==> config.mk <==
export PLATFORM = sky130hd
export DESIGN_NAME = mod3_serial
export DESIGN_NICKNAME = d
export VERILOG_FILES = /design/src/rtl/mod3_pkg.sv /design/src/rtl/mod3_ctrl.sv /design/src/rtl/mod3_datapath.sv /design/src/rtl/mod3_serial.sv
export SDC_FILE = /design/constraint.sdc
export NUM_CORES = 1
export LEC_CHECK = 0
export ABC_AREA = 1
export BUFFER_PORTS_ARGS = -buffer_cell sky130_fd_sc_hd__buf_4
export CAP_MARGIN = 20
export CELL_PAD_IN_SITES_DETAIL_PLACEMENT = 0
export CELL_PAD_IN_SITES_GLOBAL_PLACEMENT = 1
export CORE_AREA = 3 3 40 42
export DETAILED_ROUTE_END_ITERATION = 12
export DIE_AREA = 0 0 43 45
export GPL_TIMING_DRIVEN = 0
export HOLD_SLACK_MARGIN = 0.08
export MAX_ROUTING_LAYER = met4
export PLACE_DENSITY = 0.41
export SLEW_MARGIN = 30
export SYNTH_ARGS = -nofsm -noshare
export SYNTH_HDL_FRONTEND = slang
export SYNTH_HIERARCHICAL = 1
export SYNTH_SLANG_ARGS = --single-unit
==> constraint.sdc <==
create_clock -name clk -period 1.01 [get_ports clk]
set_input_delay 0.202 -clock clk [delete_from_list [all_inputs] [get_ports clk]]
set_output_delay 0.202 -clock clk [all_outputs]
set_load 0.01 [all_outputs]
==> src/rtl/mod3_pkg.sv <==
package mod3_pkg;
  localparam int REM_W = 2;
  typedef logic [REM_W-1:0] rem_t;

  localparam rem_t REM_ZERO  = 2'b00;
  localparam rem_t REM_ONE   = 2'b01;
  localparam rem_t REM_TWO   = 2'b10;
  localparam rem_t REM_SPARE = 2'b11;

  typedef struct packed {
    logic advance;
    logic recover;
    logic clear;
  } step_ctl_t;
endpackage

==> src/rtl/mod3_ctrl.sv <==
module mod3_ctrl
  import mod3_pkg::*;
(
  input  logic      rst,
  input  logic      bitValid,
  input  rem_t      curRem,
  output step_ctl_t ctl
);
  always_comb begin
    ctl.clear   = rst;
    ctl.advance = bitValid && !rst;
    ctl.recover = (curRem == REM_SPARE);
  end
endmodule

==> src/rtl/mod3_datapath.sv <==
module mod3_datapath
  import mod3_pkg::*;
(
  input  logic      clk,
  input  step_ctl_t ctl,
  input  logic      bitIn,
  output rem_t      curRem,
  output rem_t      nextRem
);
  rem_t stateQ;
  rem_t stepRem;

  always_comb begin
    unique case (stateQ)
      REM_ZERO: stepRem = bitIn ? REM_ONE  : REM_ZERO;
      REM_ONE:  stepRem = bitIn ? REM_ZERO : REM_TWO;
      REM_TWO:  stepRem = bitIn ? REM_TWO  : REM_ONE;
      default:  stepRem = REM_ZERO;
    endcase
  end

  always_comb begin
    if (ctl.clear)
      nextRem = REM_ZERO;
    else if (ctl.advance)
      nextRem = ctl.recover ? REM_ZERO : stepRem;
    else
      nextRem = stateQ;
  end

  always_ff @(posedge clk) begin
    stateQ <= nextRem;
  end

  assign curRem = stateQ;
endmodule

==> src/rtl/mod3_serial.sv <==
module mod3_serial
  import mod3_pkg::*;
#(
  parameter bit MEALY_OUT = 1'b0
) (
  input  logic       clk,
  input  logic       rst,
  input  logic       bitValid,
  input  logic       bitIn,
  output logic [1:0] remainder,
  output logic       divisible
);
  step_ctl_t ctl;
  rem_t      curRem;
  rem_t      nextRem;

  mod3_ctrl ctrl_i (
    .rst      (rst),
    .bitValid (bitValid),
    .curRem   (curRem),
    .ctl      (ctl)
  );

  mod3_datapath dp_i (
    .clk     (clk),
    .ctl     (ctl),
    .bitIn   (bitIn),
    .curRem  (curRem),
    .nextRem (nextRem)
  );

  generate
    if (MEALY_OUT) begin : g_mealy
      assign divisible = ctl.advance && (nextRem == REM_ZERO);
    end else begin : g_moore
      assign divisible = (curRem == REM_ZERO);
    end
  endgenerate

  assign remainder = curRem;
endmodule

==> metrics <==
Remaining DRCs 0; Via density 3.31; internal power about 0.00024 W; Fmax between 1000 and 1500 MHz; GRT overflow 0; Hold Startpoint rst; worst hold margin 0.235 ns; Initial Utilization 0.104; period utilization 0.961; RSZ-0062 raised after global routing true; worst vdd ir ~0.78 mV; Seq cells post-synth 2; final WL about 320 um; Worst Setup EP divisible; Leak 0.112 nW; P_sw 0.0000708 W; Hold Path Depth 3; DR vias between 100 and 150; Met3 Wirelength around 60 um; post-route ant nets 0; first-pass GRT wire length 545 um; Die W about 43 um; Post-Syn Area 134 sq um; CP Max Fanout 5; largest net degree at the start of global routing 8; Synth Warn # 6; minimum clock period 0.970 ns; crit path DAT 0.77 ns; H-Tree Depth 1; HPWL after DPL roughly 250 um; diode count 0; Power per Cell Area 1320 nW/um^2; CTS buffer count 3; skew final 0.00536 ns; Die ar. 1940 sq um; Core Footprint ~1300 sq um; Rows 13; hold crit path type in -> reg; initial antenna violation count 0; Pre-antenna DRT Iters 4; Final setup viols 0; Rel. slew slack 0.908; highest metal used met3; setup slack, reg-to-reg 0.14 ns; layout cell share with drive strength beyond 1 0.500; Worst Max-Slew Pin Slew 0.136 ns; Hold Buf Count CTS 0; WP data required 0.81 ns; max_cap viols 0; dpl cell area 198 sq um; # IOs 7; initial drt markers 1; status complete, no violations; wire length on met2 roughly 120 um; Reg power frac 0.280; post-route cell area ~240 sq um; fill cell count 147; CTS Sinks 2; FF-to-FF End dp_i/curRem[1]$_DFF_P_; worst r2r path cells 5; Clk pin slew, worst setup/hold paths 0.03 ns; routed length per instance 7.09 um; Slew Viols, Final 0; Critical Path End Type primary output; Die Height roughly 45 um; syn avg cell area 6.38 sq um; PortBufs 6; syn nets 25; switching share of power 0.227; Syn Inst Count 21; Clock Power Share 0.561; Netlist cell types 12; wire length on met1 139 um; vias in the first global route 136; Worst Setup SP dp_i/curRem[0]$_DFF_P_; clk root buf clkbuf_4; nets@finish 36; Final GP Congestion 0.596; final hold vios 0; Comb power frac 0.159; area grow syn2layout 76.6%; Crit Path Class reg -> out; GRT Total Usage 0.0445; CTS tree yes; register area share after synthesis 0.299; worst skew pair latency roughly 0.22 ns; number of flip-flops in the largest register 2; clk buf depth 2; reg2reg start dp_i/curRem[1]$_DFF_P_; Startpoint Class flip-flop
==> critical path, cell delays in order, from the launching register on <==
cell and delay, ns:
dfxtp_2 0.34, nor2_4 0.10, buf_6 0.10
==> repair_timing <==
item,4_1_cts,5_1_grt
pin swaps,0,1
resized for setup,2,4
endpoints found under the setup margin,1,1
buffers inserted,0,0
==> stage by stage <==
stage	setup slack (ns)	util	std cells	total power [W]	TNS [ns]
after floorplan	0.171	-	21	0.000111	0
after global placement	0.110	0.154	42	0.000134	0
after detailed placement	0.108	0.154	42	0.000134	0
after CTS	0.0134	0.173	45	0.000320	0
after global routing	-0.0102	0.184	45	0.000353	-0.0102
final	0.0399	0.184	45	0.000312	0
==> worst min path at each step <==
stage                        endpoint
2_1_floorplan  dp_i/curRem[1]$_DFF_P_
3_3_place_gp   dp_i/curRem[1]$_DFF_P_
3_5_place_dp   dp_i/curRem[1]$_DFF_P_
4_1_cts        dp_i/curRem[1]$_DFF_P_
5_1_grt        dp_i/curRem[1]$_DFF_P_
6_report       dp_i/curRem[1]$_DFF_P_
==> synthesized netlist by cell type <==
cell type,number,area (sq um)
inv_1,4,15.0
nand2_1,4,15.0
dfxtp_1,2,40.0
nand3_1,2,10.0
nor2_1,2,7.51
a21oi_1,1,5.00
a21oi_2,1,8.76
buf_4,1,7.51
nor2_2,1,6.26
o21ai_0,1,5.00
o21bai_1,1,7.51
or2_0,1,6.26
==> area by class of cell <==
type | instances | area (sq um) | share of cell area
multi-input combinational | 14 | 78.8 | 0.333
timing repair buffer | 6 | 48.8 | 0.206
sequential | 2 | 45.0 | 0.190
clock buffer | 3 | 22.5 | 0.0952
tap | 15 | 18.8 | 0.0794
inverter | 4 | 15.0 | 0.0635
buffer | 1 | 7.51 | 0.0317
==> cells in the final DEF, fill, tap and decap left out <==
cell,synthesis,routed
nor2_1,2,1
or2_0,1,1
a21oi_2,1,1
o21ai_0,1,1
o21bai_1,1,1
buf_6,0,1
dfxtp_4,0,1
nand3_1,2,2
buf_4,1,6
a21oi_1,1,1
nor2_4,0,1
clkbuf_4,0,3
inv_1,4,4
nand2_1,4,4
dfxtp_2,0,1
nor2_2,1,1
==> metal layers <==
metal	track usage	vias up
met4	0.0181	0
met2	0.0389	8
met3	0.0558	0
li1	-	83
met1	0.0528	58
met5	-	-
==> power groups by stage <==
stage                     Sequential (W)  Combinational, W  Clock [W]
after floorplan                0.0000891         0.0000218          0
after global placement         0.0000884         0.0000458          0
after detailed placement       0.0000884         0.0000459          0
after CTS                      0.0000881         0.0000461   0.000186
after global routing           0.0000881         0.0000552   0.000210
final                          0.0000876         0.0000496   0.000175
==> kinds of logic after synthesis <==
| logic type | after synthesis | synth area share |
|---|---|---|
| buffers and inverters | 5 | 0.168 |
| AO/OA/AOI/OAI | 4 | 0.196 |
| AND/OR/NAND/NOR | 10 | 0.336 |
| flip-flops | 2 | 0.299 |
Note: power is estimated with default switching activity, not from simulation.
